## config.mk

```make
export PLATFORM = sky130hd
export DESIGN_NAME = ref_rate_norm
export DESIGN_NICKNAME = d
export VERILOG_FILES = /design/src/rtl/rrn_pkg.sv /design/src/rtl/rrn_edge_det.sv /design/src/rtl/rrn_divider.sv /design/src/rtl/rrn_cfg.sv /design/src/rtl/ref_rate_norm.sv
export SDC_FILE = /design/constraint.sdc
export NUM_CORES = 1
export LEC_CHECK = 0
export ABC_AREA = 0
export BUFFER_PORTS_ARGS = -buffer_cell sky130_fd_sc_hd__clkbuf_2
export CORE_ASPECT_RATIO = 2
export CORE_MARGIN = 1
export CORE_UTILIZATION = 45
export CTS_CLUSTER_DIAMETER = 30
export DETAILED_ROUTE_END_ITERATION = 7
export SYNTH_ARGS = -nofsm -noshare
export SYNTH_HDL_FRONTEND = slang
export SYNTH_SLANG_ARGS = --single-unit
```

## constraint.sdc

```tcl
create_clock -name clk -period 4.75 [get_ports clk]
set_clock_uncertainty 0.2 [all_clocks]
set_input_delay 0.95 -clock clk [delete_from_list [all_inputs] [get_ports clk]]
set_output_delay 0.95 -clock clk [all_outputs]
set_load 0.05 [all_outputs]
```

## src/rtl/rrn_pkg.sv

```systemverilog
package rrn_pkg;
  localparam int unsigned NUM_REF = 2;
  localparam int unsigned IDX_PRI = 0;
  localparam int unsigned IDX_SEC = 1;

  typedef enum logic [1:0] {
    RATE_19M44 = 2'b00,
    RATE_8K    = 2'b01,
    RATE_1M544 = 2'b10,
    RATE_2M048 = 2'b11
  } rate_code_e;

  function automatic int unsigned max4(input int unsigned a, input int unsigned b,
                                       input int unsigned c, input int unsigned d);
    int unsigned m;
    m = a;
    if (b > m) m = b;
    if (c > m) m = c;
    if (d > m) m = d;
    return m;
  endfunction
endpackage

```

## src/rtl/rrn_edge_det.sv

```systemverilog
module rrn_edge_det #(
  parameter int unsigned SYNC_STAGES = 2
) (
  input  logic clk,
  input  logic rst_n,
  input  logic din,
  output logic fall
);
  logic [SYNC_STAGES:0] hist;

  always_ff @(posedge clk) begin
    if (!rst_n) hist <= '0;
    else        hist <= {hist[SYNC_STAGES-1:0], din};
  end

  // oldest stage high, next-newer stage low: a 1-to-0 transition
  assign fall = hist[SYNC_STAGES] & ~hist[SYNC_STAGES-1];
endmodule

```

## src/rtl/rrn_divider.sv

```systemverilog
module rrn_divider #(
  parameter int unsigned CNT_W = 12
) (
  input  logic             clk,
  input  logic             rst_n,
  input  logic             step,
  input  logic [CNT_W-1:0] ratio,
  output logic             tick
);
  logic [CNT_W-1:0] cnt;
  logic             wrap;

  assign wrap = (cnt >= ratio - CNT_W'(1));

  always_ff @(posedge clk) begin
    if (!rst_n) begin
      cnt  <= '0;
      tick <= 1'b0;
    end else begin
      tick <= step & wrap;
      if (step) cnt <= wrap ? '0 : cnt + CNT_W'(1);
    end
  end
endmodule

```

## src/rtl/rrn_cfg.sv

```systemverilog
module rrn_cfg (
  input  logic       clk,
  input  logic       rst_n,
  input  logic [1:0] code_in,
  output logic [1:0] code_q,
  output logic       pending
);
  always_ff @(posedge clk) begin
    if (!rst_n) begin
      code_q  <= code_in;
      pending <= 1'b0;
    end else begin
      pending <= (code_in != code_q);
    end
  end
endmodule

```

## src/rtl/ref_rate_norm.sv

```systemverilog
module ref_rate_norm #(
  parameter int unsigned DIV_19M44   = 2430,
  parameter int unsigned DIV_8K      = 1,
  parameter int unsigned DIV_1M544   = 193,
  parameter int unsigned DIV_2M048   = 256,
  parameter int unsigned SYNC_STAGES = 2
) (
  input  logic       clk,
  input  logic       rst_n,
  input  logic       pri_in,
  input  logic       sec_in,
  input  logic [1:0] freq_code,
  input  logic       src_sel,
  output logic       pri_tick,
  output logic       sec_tick,
  output logic       act_tick,
  output logic       cfg_pending
);
  import rrn_pkg::*;

  localparam int unsigned MAX_DIV = max4(DIV_19M44, DIV_8K, DIV_1M544, DIV_2M048);
  localparam int unsigned CNT_W   = (MAX_DIV < 2) ? 1 : $clog2(MAX_DIV);

  logic [1:0]       code_q;
  logic [CNT_W-1:0] ratio;
  logic [NUM_REF-1:0] ref_raw, ref_fall, ref_tick;

  rrn_cfg u_cfg (
    .clk     (clk),
    .rst_n   (rst_n),
    .code_in (freq_code),
    .code_q  (code_q),
    .pending (cfg_pending)
  );

  always_comb begin
    unique case (rate_code_e'(code_q))
      RATE_19M44: ratio = CNT_W'(DIV_19M44);
      RATE_8K:    ratio = CNT_W'(DIV_8K);
      RATE_1M544: ratio = CNT_W'(DIV_1M544);
      default:    ratio = CNT_W'(DIV_2M048);
    endcase
  end

  assign ref_raw[IDX_PRI] = pri_in;
  assign ref_raw[IDX_SEC] = sec_in;

  for (genvar g = 0; g < NUM_REF; g++) begin : g_ref
    rrn_edge_det #(.SYNC_STAGES(SYNC_STAGES)) u_edge (
      .clk   (clk),
      .rst_n (rst_n),
      .din   (ref_raw[g]),
      .fall  (ref_fall[g])
    );
    rrn_divider #(.CNT_W(CNT_W)) u_div (
      .clk   (clk),
      .rst_n (rst_n),
      .step  (ref_fall[g]),
      .ratio (ratio),
      .tick  (ref_tick[g])
    );
  end

  assign pri_tick = ref_tick[IDX_PRI];
  assign sec_tick = ref_tick[IDX_SEC];
  assign act_tick = src_sel ? ref_tick[IDX_SEC] : ref_tick[IDX_PRI];
endmodule

```

==> qor.csv, run 1 <==
metric;value;unit
Layout fillers;433;
Peak VDD IR;187;uV
area of the multi-input gates;0.00128;mm^2
maximum fanout along the worst path;12;
PwrDens;256;mW/mm^2
total grt overflow;0;
# setup viols final;0;
Layout area overhead;7.99;%
max cap viols;0;
Fmax;318;MHz
Avg Cell Area, Syn;9.75;um^2
hpwl dp;3020;um
Sw Ratio;24.8;%
crit path kind;reg2reg;
H-tree level count;2;
required time of the critical path;4.68;ns
Mapped Cells;212;
Seq pwr share;53.4;%
Clock Power Share;34.9;%
# diodes;0;
Post-synth EDFFs;2;
first-pass GRT wire length;6490;um
Power Total;0.000572;W
sequential-to-total area share from yosys stat;34.9;%
core area;0.00438;mm^2
layout cell share with drive strength beyond 1;12.8;%
Syn. warnings;0;
Final min period;3.15;ns
Clock Tree Buf Depth;2;
Vias/cell;5.24;
RSZ-0062 raised after global routing;false;
Final Worst Setup Slack;1.60;ns
Psw;0.000142;W
Synth area leaders;dfxtp_1 32%, ha_1 18%, xor2_1 6.4%;
Comb power frac;11.7;%
PortBufs;10;
clk sink count;35;
Clock transition at path regs;0.07;ns
router iterations before antenna repair;4;
Initial DRC Count;16;
CTS tree;built;
vias in the first global route;1512;
Worst Tran Pin Value;0.929;ns
pre-CTS setup slack;1.62;ns
drt wl/cell;13.7;um
Fin Setup TNS;0;ns
chip width;49.9;um
top_reg_cell synth;dfxtp_1;
Die Ht;97.8;um
# DRC;0;
Starting Density;47.2;%
Internal;0.000430;W
nets;262;
Total GRT Usage;17.8;%
later-pin clock latency in the skew report;0.28;ns
fin area;0.00223;mm^2
cts bufs inserted;5;
post-synth cell types;42;
final hold vios;0;
CTS root buffer;clkbuf_8;
total setup buffers inserted after CTS;0;
register area;721;um^2
I/O pin total;11;
vias;1468;
Resize count post-CTS;0;
fin crit share;66.3;%
Routed Antenna Nets;0;
outcome;completed;
final RePlAce weighted congestion;0.796;
Detailed Route WL;3830;um
cell leakage power;0.927;nW
share of the synthesized area in the top cell type;32.0;%
cts-stage hold buffer count;0;
#FFs+latches synth;35;
area leader, netlist;dfxtp_1;
slew margin rel.;37.8;%
FFs w/ async S/R, synth;0;%
Setup crit end kind;register;
Post-Synthesis Cell Area;0.00207;mm^2
Startpoint Class;register;
hold crit path type;reg2reg;
Worst Path Arrival;3.08;ns
largest net degree at the start of global routing;13;
Die ar.;0.00488;mm^2
Slew Viols, Final;0;
Placed Area;0.00216;mm^2
initial antenna violation count;0;
num rows;34;
[sequential cells by signal, indices dropped and copies added (netlist names)]
register,flops
u_cfg.code_q,2
g_ref.u_div.tick,2
g_ref.u_div.cnt,24
g_ref.u_edge.hist,6
u_cfg.pending,1
[metrics by stage]
stage | cells | hold WS, ns | util (%)
after floorplan | 215 | 0.212 | -
after global placement | 273 | 0.215 | 49.2
after global routing | 280 | 0.266 | 50.9
final | 280 | 0.231 | 50.9
after detailed placement | 273 | 0.223 | 49.2
after CTS | 280 | 0.241 | 50.9
[power by group through the flow]
| stage | registers (W) | clock network [W] | logic [W] |
|---|---|---|---|
| floorplan | 0.000314 | 0 | 0.0000495 |
| global placement | 0.000312 | 0 | 0.0000659 |
| detailed placement | 0.000312 | 0 | 0.0000675 |
| finish | 0.000306 | 0.000200 | 0.0000669 |
| global route | 0.000306 | 0.000221 | 0.0000770 |
| CTS | 0.000305 | 0.000213 | 0.0000683 |
[cell type report]
class	instances	area share, %
repair buffers	10	2.24
well taps	54	3.03
inverters	9	1.51
flip-flops and latches	35	32.3
clock buffers	7	3.42
multi-input cells	165	57.5
[path summary, 6_finish.rpt]
kind / from / to / slack (ns) / cells after the start
max: u_cfg.code_q[1] / g_ref[0].u_div.cnt[3] / 1.60 / 8
min: g_ref[0].u_edge.hist[0] / g_ref[0].u_edge.hist[1] / 0.23 / 1
max reg2reg: u_cfg.code_q[1] / g_ref[0].u_div.cnt[3] / 1.60 / 8
min reg2reg: g_ref[0].u_edge.hist[0] / g_ref[0].u_edge.hist[1] / 0.23 / 1
[cell usage after synthesis (4+ instances only)]
cell,number
inv_1,9
xor2_1,15
dfxtp_1,33
xnor2_1,13
nor2_2,10
clkbuf_1,4
and2_1,7
nor2_1,20
ha_1,29
nand3_1,4
a21oi_1,5
nand2_1,9
nand4_1,7
nor3_1,4
[cell usage in the layout, fill, tap and decap left out, drive strengths merged, types with 3 or more instances in the layout]
| cell type | netlist | routed |
|---|---|---|
| a21oi | 5 | 5 |
| and2 | 7 | 7 |
| clkbuf | 4 | 17 |
| conb | 1 | 4 |
| dfxtp | 33 | 33 |
| ha | 29 | 29 |
| inv | 9 | 9 |
| nand2 | 9 | 9 |
| nand2b | 3 | 3 |
| nand3 | 4 | 4 |
| nand4 | 8 | 8 |
| nor2 | 30 | 30 |
| nor3 | 4 | 4 |
| o211ai | 3 | 3 |
| o21a | 3 | 3 |
| or4 | 3 | 3 |
| xnor2 | 13 | 13 |
| xor2 | 15 | 15 |
[logic make-up (layout without fill, tap and decap cells)]
kind of cell / after synthesis / in the layout / share of synthesized area, %
XOR/XNOR: 29 / 29 / 13.0
multiplexers: 3 / 3 / 1.51
AND/OR/NAND/NOR: 78 / 78 / 21.3
buffers and inverters: 15 / 26 / 3.57
AO/OA/AOI/OAI: 21 / 21 / 7.51
flip-flops: 35 / 35 / 34.9
adder cells (fa/ha/maj): 30 / 30 / 18.0
other: 1 / 4 / 0.181
[per-layer routing]
| metal | share of wire, % | GRT usage, % |
|---|---|---|
| met3 | 1.5 | 3.43 |
| met5 | 0 | 0 |
| met1 | 38 | 15.7 |
| met2 | 57 | 34.8 |
| met4 | 3.0 | 10.8 |
[critical path, stage by stage (launching register included)]
cell	delay, ns
edfxtp_1	0.47
inv_1	0.16
ha_1	0.16
inv_1	0.06
ha_1	0.30
nand4b_1	0.17
or4_1	0.59
o211ai_1	0.78
nor2_1	0.11
Power figures use the tool's default switching activity.
==> run 2, diff against run 1 <==
--- a/config.mk
+++ b/config.mk
@@ -5,7 +5,7 @@
 export SDC_FILE = /design/constraint.sdc
 export NUM_CORES = 1
 export LEC_CHECK = 0
-export ABC_AREA = 0
+export ABC_AREA = 1
 export BUFFER_PORTS_ARGS = -buffer_cell sky130_fd_sc_hd__clkbuf_2
 export CORE_ASPECT_RATIO = 2
 export CORE_MARGIN = 1
==> constraint.sdc (replaced) <==
create_clock -name clk -period 3.2 [get_ports clk]
set_clock_uncertainty 0.2 [all_clocks]
set_input_delay 0.64 -clock clk [delete_from_list [all_inputs] [get_ports clk]]
set_output_delay 0.64 -clock clk [all_outputs]
set_load 0.05 [all_outputs]
==> qor.csv, run 2 <==
metric;value;unit;change
drt wl/cell;10.6;um;-23%
maximum fanout along the worst path;12;;unchanged
crit path from;u_cfg.code_q[0];;
layout cell share with drive strength beyond 1;15.4;%;+2.5 points
CP cell instances;inv_1 > ha_1 > inv_1 > ha_1 > o21ai_0 > nand2_1 > nand2_1 > nand2_1 > nand2_1 > nand2_1 > nand2_1 > nand2_1 > nand2_2 > nand2_2 > nor2_1;;
Initial DRC Count;20;;+4
Worst R2R Path Depth;15;;+7
Post-Synthesis Cell Area;0.00217;mm^2;+5.1%
# setup viols final;0;;unchanged
pre-CTS setup slack;0.503;ns;-1.12 ns
Peak VDD IR;348;uV;+85%
Syn. warnings;0;;unchanged
Vias/cell;4.60;;-12%
Clock Tree Buf Depth;2;;unchanged
final RePlAce weighted congestion;0.719;;-9.7%
cts bufs inserted;5;;unchanged
Die Ht;100;um;+2.5%
Slew Viols, Final;0;;unchanged
outcome;completed;;
Startpoint Class;register;;
chip width;51.1;um;+2.4%
nets;328;;+25%
Reg-to-Reg Start;u_cfg.code_q[0];;
required time of the critical path;3.22;ns;-1.46 ns
most frequent cell after synthesis;nand2_1;;
R2R Setup Slk;0.52;ns;-1.08 ns
num rows;35;;+2.9%
Final Worst Setup Slack;0.523;ns;-1.08 ns
I/O pin total;11;;unchanged
Starting Density;47.2;%;+0.065 points
Resize count post-CTS;0;;unchanged
Post-synth top cells;59 x nand2_1, 37 x inv_1, 33 x dfxtp_1, 33 x nor2_1, 29 x ha_1;;
Routed Antenna Nets;0;;unchanged
PwrDens;375;mW/mm^2;+46%
Synth area leaders;dfxtp_1 30%, ha_1 17%, nand2_1 10%;;
# diodes;0;;unchanged
placed cell count;340;;+25%
final hold vios;0;;unchanged
post-synth cell types;30;;-29%
# DRC;0;;unchanged
total grt overflow;0;;unchanged
max incr delay on CP;0.50;ns;-0.28 ns
Critical Path End;g_ref[0].u_div.cnt[7];;
Fin Setup TNS;0;ns;unchanged
fin cells;348;;+24%
vias;1600;;+9.0%
clk sink count;35;;unchanged
Mapped Cells;275;;+30%
Total GRT Usage;16.5;%;-1.4 points
RSZ-0062 raised after global routing;false;;
max reg flops;24;;unchanged
Top reg by flops;g_ref.u_div.cnt;;
Avg Cell Area, Syn;7.90;um^2;-19%
FFs w/ async S/R, synth;0;%;unchanged
vias in the first global route;1556;;+2.9%
cell leakage power;1.11;nW;+20%
#FFs+latches synth;35;;unchanged
fin crit share;83.6;%;+17 points
CTS tree;built;;
Final min period;2.68;ns;-0.471 ns
hold crit path type;reg2reg;;
largest net degree at the start of global routing;14;;+1
core area;0.00460;mm^2;+4.9%
later-pin clock latency in the skew report;0.29;ns;about the same
area leader, netlist;dfxtp_1;;
Worst Path Arrival;2.70;ns;-0.38 ns
share of the synthesized area in the top cell type;30.4;%;-1.5 points
hold path depth;2;;+1
hpwl dp;3000;um;-0.61%
most frequent cells in the layout;59 x nand2_1, 37 x inv_1, 33 x nor2_1, 33 x dfxtp_1, 29 x ha_1;;
Setup crit end kind;register;;
top_reg_cell synth;dfxtp_1;;
most common cell after layout, fill and taps aside;nand2_1;;
Largest regs;g_ref.u_div.cnt x24, g_ref.u_edge.hist x6;;
first-pass GRT wire length;6220;um;-4.3%
Reg-to-Reg End;g_ref[0].u_div.cnt[7];;
Layout area overhead;8.64;%;
Fmax;374;MHz;+18%
total setup buffers inserted after CTS;0;;unchanged
cts-stage hold buffer count;0;;unchanged
most frequent CP cell;nand2_1;;
Post-synth EDFFs;2;;unchanged
max cap viols;0;;unchanged
CTS root buffer;clkbuf_8;;
H-tree level count;2;;unchanged
router iterations before antenna repair;2;;-2
PortBufs;10;;unchanged
Die ar.;0.00513;mm^2;+4.9%
Power Total;0.000884;W;+54%
sequential-to-total area share from yosys stat;33.2;%;-1.7 points
initial antenna violation count;0;;unchanged
CP max stage cell;ha_1;;
crit path kind;reg2reg;;
Clock transition at path regs;0.08;ns;about the same
Detailed Route WL;3680;um;-3.8%
## run 2: cell count changes after synthesis, sizes merged, moves of 4 or more
cell | before | now
clkbuf | 4 | 0
nand4 | 8 | 4
nand2 | 9 | 66
xnor2 | 13 | 6
nor2 | 30 | 44
and2 | 7 | 0
inv | 9 | 40
nand3 | 4 | 11
## run 2: per-layer routing
metal,share of wire [%],global-route usage [%],up-vias
met2,56,32.8,7
met1,40,14.6,709
li1,-,-,879
met3,1.2,3.18,5
met4,2.3,8.33,0
met5,0,0,-
## run 2: worst min path at each step
stage	end	from
after global placement	g_ref[1].u_edge.hist[1]	g_ref[1].u_edge.hist[0]
after global routing	g_ref[0].u_edge.hist[1]	g_ref[0].u_edge.hist[0]
after CTS	g_ref[1].u_edge.hist[1]	g_ref[1].u_edge.hist[0]
final	g_ref[1].u_edge.hist[1]	g_ref[1].u_edge.hist[0]
after detailed placement	g_ref[1].u_edge.hist[1]	g_ref[1].u_edge.hist[0]
after floorplan	g_ref[0].u_edge.hist[1]	g_ref[0].u_edge.hist[0]
## run 2: per-stage QoR
step	hold WS, ns	utilization, %	instance area [um^2]
floorplan	0.190	-	2180
global placement	0.205	49.3	2270
detailed placement	0.213	49.3	2270
CTS	0.233	51.3	2360
global route	0.248	51.3	2360
finish	0.231	51.3	2360
## run 2: final cells by class
type	count	area (um^2)
tap	55	68.8
clock buffer	5	68.8
timing repair buffer	10	50.0
sequential	35	721
inverter	40	150
fill	474	2240
multi-input combinational	200	1280
clock inverter	3	25.0
## run 2: worst max-delay path, delay by kind of cell, from the launching register on
| kind | cells | cell delay, ns |
|---|---|---|
| compound gates | 1 | 0.16 |
| fa+ha+maj | 2 | 0.78 |
| buf+inv | 2 | 0.23 |
| flops | 1 | 0.47 |
| simple gates | 10 | 0.76 |
## run 2: cell families after synthesis
logic type                 Yosys count  share of synthesized area (%)
adders and majority gates           29                           16.7
muxes                                3                           1.44
xor gates and xnor gates            23                           9.27
DFF                                 35                           33.2
buffers and inverters               43                           8.58
AOI/OAI and AO/OA                   10                           2.59
other                                1                          0.173
and+or+nand+nor                    131                           28.1
## run 2: power by group
group / switching, W / internal (W) / total (W)
clock: 0.000170 / 0.000155 / 0.000326
combinational: 0.0000676 / 0.0000374 / 0.000105
sequential: 0.00000599 / 0.000447 / 0.000453
==> run 3, diff against run 2 <==
==> constraint.sdc (replaced) <==
create_clock -name clk -period 2.4 [get_ports clk]
set_clock_uncertainty 0.2 [all_clocks]
set_input_delay 0.48 -clock clk [delete_from_list [all_inputs] [get_ports clk]]
set_output_delay 0.48 -clock clk [all_outputs]
set_load 0.05 [all_outputs]
==> qor.csv, run 3 (same netlist as run 2, synthesis figures left out) <==
metric;value;unit;change
Power Total;0.00119;W;+35%
max reg flops;24;;unchanged
Largest regs;g_ref.u_div.cnt x24, g_ref.u_edge.hist x6;;
Die ar.;0.00513;mm^2;unchanged
Peak VDD IR;527;uV;+52%
# DRC;0;;unchanged
final hold vios;0;;unchanged
Sw Ratio;27.6;%;-0.028 points
initial antenna violation count;0;;unchanged
# diodes;0;;unchanged
# setup viols final;0;;unchanged
Layout area overhead;11.2;%;
area of the multi-input gates;0.00131;mm^2;+2.6%
Final Worst Setup Slack;0.177;ns;-0.347 ns
delay-heaviest family, CP;simple AND/OR/NAND/NOR gates;;
maximum fanout along the worst path;12;;unchanged
Die Ht;100;um;unchanged
hold_sp;pri_in;;
hold crit path type;in2reg;;
layout cell share with drive strength beyond 1;17.6;%;+2.2 points
vias in the first global route;1608;;+3.3%
hold path endpoint;g_ref[0].u_edge.hist[0];;
Internal;0.000865;W;+35%
Fmax;450;MHz;+20%
max incr delay on CP;0.41;ns;-0.09 ns
vias;1640;;+2.5%
Reg-to-Reg End;g_ref[0].u_div.cnt[8];;
Routed Antenna Nets;0;;unchanged
first-pass GRT wire length;6530;um;+5.0%
drt wl/cell;10.8;um;+2.1%
CTS root buffer;clkbuf_8;;
Worst R2R Path Depth;11;;-4
chip width;51.1;um;unchanged
PwrDens;494;mW/mm^2;+32%
Slew Viols, Final;0;;unchanged
Final min period;2.22;ns;-0.453 ns
Total GRT Usage;17.2;%;+0.69 points
largest net degree at the start of global routing;14;;unchanged
outcome;completed;;
Startpoint Class;register;;
CP max stage cell;edfxtp_1;;
pre-CTS setup slack;-0.0465;ns;-0.550 ns
CP cell instances;inv_2 > ha_4 > buf_4 > ha_1 > nand2_1 > nor3_1 > nand2_1 > nand2_1 > nand2_2 > nand2_4 > nor2_1;;
R2R Setup Slk;0.18;ns;-0.35 ns
I/O pin total;11;;unchanged
Clock Tree Buf Depth;2;;unchanged
register area;721;um^2;unchanged
Starting Density;47.2;%;unchanged
hpwl dp;3090;um;+2.9%
later-pin clock latency in the skew report;0.29;ns;about the same
Comb power frac;13.2;%;+1.3 points
Psw;0.000329;W;+35%
RSZ-0062 raised after global routing;false;;
num rows;35;;unchanged
Setup crit end kind;register;;
router iterations before antenna repair;3;;+1
nets;331;;+0.91%
Top reg by flops;g_ref.u_div.cnt;;
Vias/cell;4.67;;+1.6%
hold path depth;3;;+1
Reg-to-Reg Start;u_cfg.code_q[1];;
cts-stage hold buffer count;0;;unchanged
PortBufs;10;;unchanged
max cap viols;0;;unchanged
Seq pwr share;50.4;%;-0.9 points
clk sink count;35;;unchanged
cell leakage power;1.14;nW;+2.7%
CTS tree;built;;
Clock transition at path regs;0.08;ns;about the same
Worst Path Arrival;2.20;ns;-0.50 ns
most frequent CP cell;nand2_1;;
Fin Setup TNS;0;ns;unchanged
Placed Area;0.00229;mm^2;+0.99%
core area;0.00460;mm^2;unchanged
fin crit share;92.6;%;+9.0 points
required time of the critical path;2.38;ns;-0.84 ns
final RePlAce weighted congestion;0.735;;+2.2%
Initial DRC Count;19;;-5.0%
fin area;0.00242;mm^2;+2.4%
total grt overflow;0;;unchanged
most common cell after layout, fill and taps aside;nand2_1;;
H-tree level count;2;;unchanged
Detailed Route WL;3790;um;+3.0%
most frequent cells in the layout;59 x nand2_1, 35 x inv_1, 33 x dfxtp_1, 32 x nor2_1, 28 x ha_1;;
Layout fillers;451;;-4.9%
Clock Power Share;36.4;%;-0.5 points
cts bufs inserted;5;;unchanged
crit path kind;reg2reg;;
critical path buffer and inverter count;2;;unchanged
-- run 3: changes by cell type in the layout (fill, tap and decap cells not counted) --
cell | before | now
buf_4 | 0 | 3
inv_2 | 3 | 5
nor2_2 | 9 | 10
nand2_2 | 6 | 4
ha_4 | 0 | 1
nand2_4 | 1 | 2
nor2_1 | 33 | 32
ha_1 | 29 | 28
inv_1 | 37 | 35
nand2_8 | 0 | 1
-- run 3: cell type report --
cell class	count	area share [%]
clock inverters	3	1.04
multi-input cells	200	54.2
inverters	40	6.21
clock buffers	5	2.85
well taps	55	2.85
repair buffers	13	3.00
flip-flops and latches	35	29.8
-- run 3: how the worst max path moves through the flow --
stage / to / slack, ns / cells after the start / start
after floorplan: g_ref[1].u_div.cnt[10] / 0.06 / 18 / u_cfg.code_q[0]
after global placement: g_ref[0].u_div.cnt[11] / -0.004 / 11 / u_cfg.code_q[1]
after detailed placement: g_ref[0].u_div.cnt[2] / -0.05 / 11 / u_cfg.code_q[1]
after CTS: g_ref[0].u_div.cnt[8] / 0.02 / 11 / u_cfg.code_q[1]
after global routing: g_ref[1].u_div.cnt[10] / 0.02 / 17 / u_cfg.code_q[1]
final: g_ref[0].u_div.cnt[8] / 0.18 / 11 / u_cfg.code_q[1]
-- run 3: worst min-delay path: cells and delay by family --
family | cells | cell delay [ns]
buffers and inverters | 2 | 0.11
and+or+nand+nor | 1 | 0.04
-- run 3: power by group through the flow --
stage	combinational, W	clock, W	sequential (W)
6_report	0.000158	0.000434	0.000602
5_1_grt	0.000182	0.000478	0.000603
4_1_cts	0.000156	0.000456	0.000601
3_5_place_dp	0.000153	0	0.000615
3_3_place_gp	0.000152	0	0.000614
2_1_floorplan	0.000109	0	0.000623
-- run 3: routing by layer --
| layer | share of wire [%] | vias up | track usage (%) |
|---|---|---|---|
| met3 | 1.1 | 4 | 3.33 |
| met4 | 1.7 | 0 | 7.26 |
| li1 | - | 890 | - |
| met1 | 40 | 740 | 15.5 |
| met2 | 57 | 6 | 34.5 |
| met5 | 0 | - | 0 |
-- run 3: stage by stage --
stage / cells / hold slack, ns / util (%)
2_1_floorplan: 278 / 0.190 / -
3_3_place_gp: 343 / 0.200 / 49.8
3_5_place_dp: 343 / 0.206 / 49.8
4_1_cts: 351 / 0.170 / 52.0
5_1_grt: 351 / 0.184 / 52.5
6_report: 351 / 0.173 / 52.5
-- run 3: timing repair --
item,4_1_cts,5_1_grt
pin swaps,0,0
buffers inserted,0,0
setup endpoints to repair,18,24
resized for setup,2,6
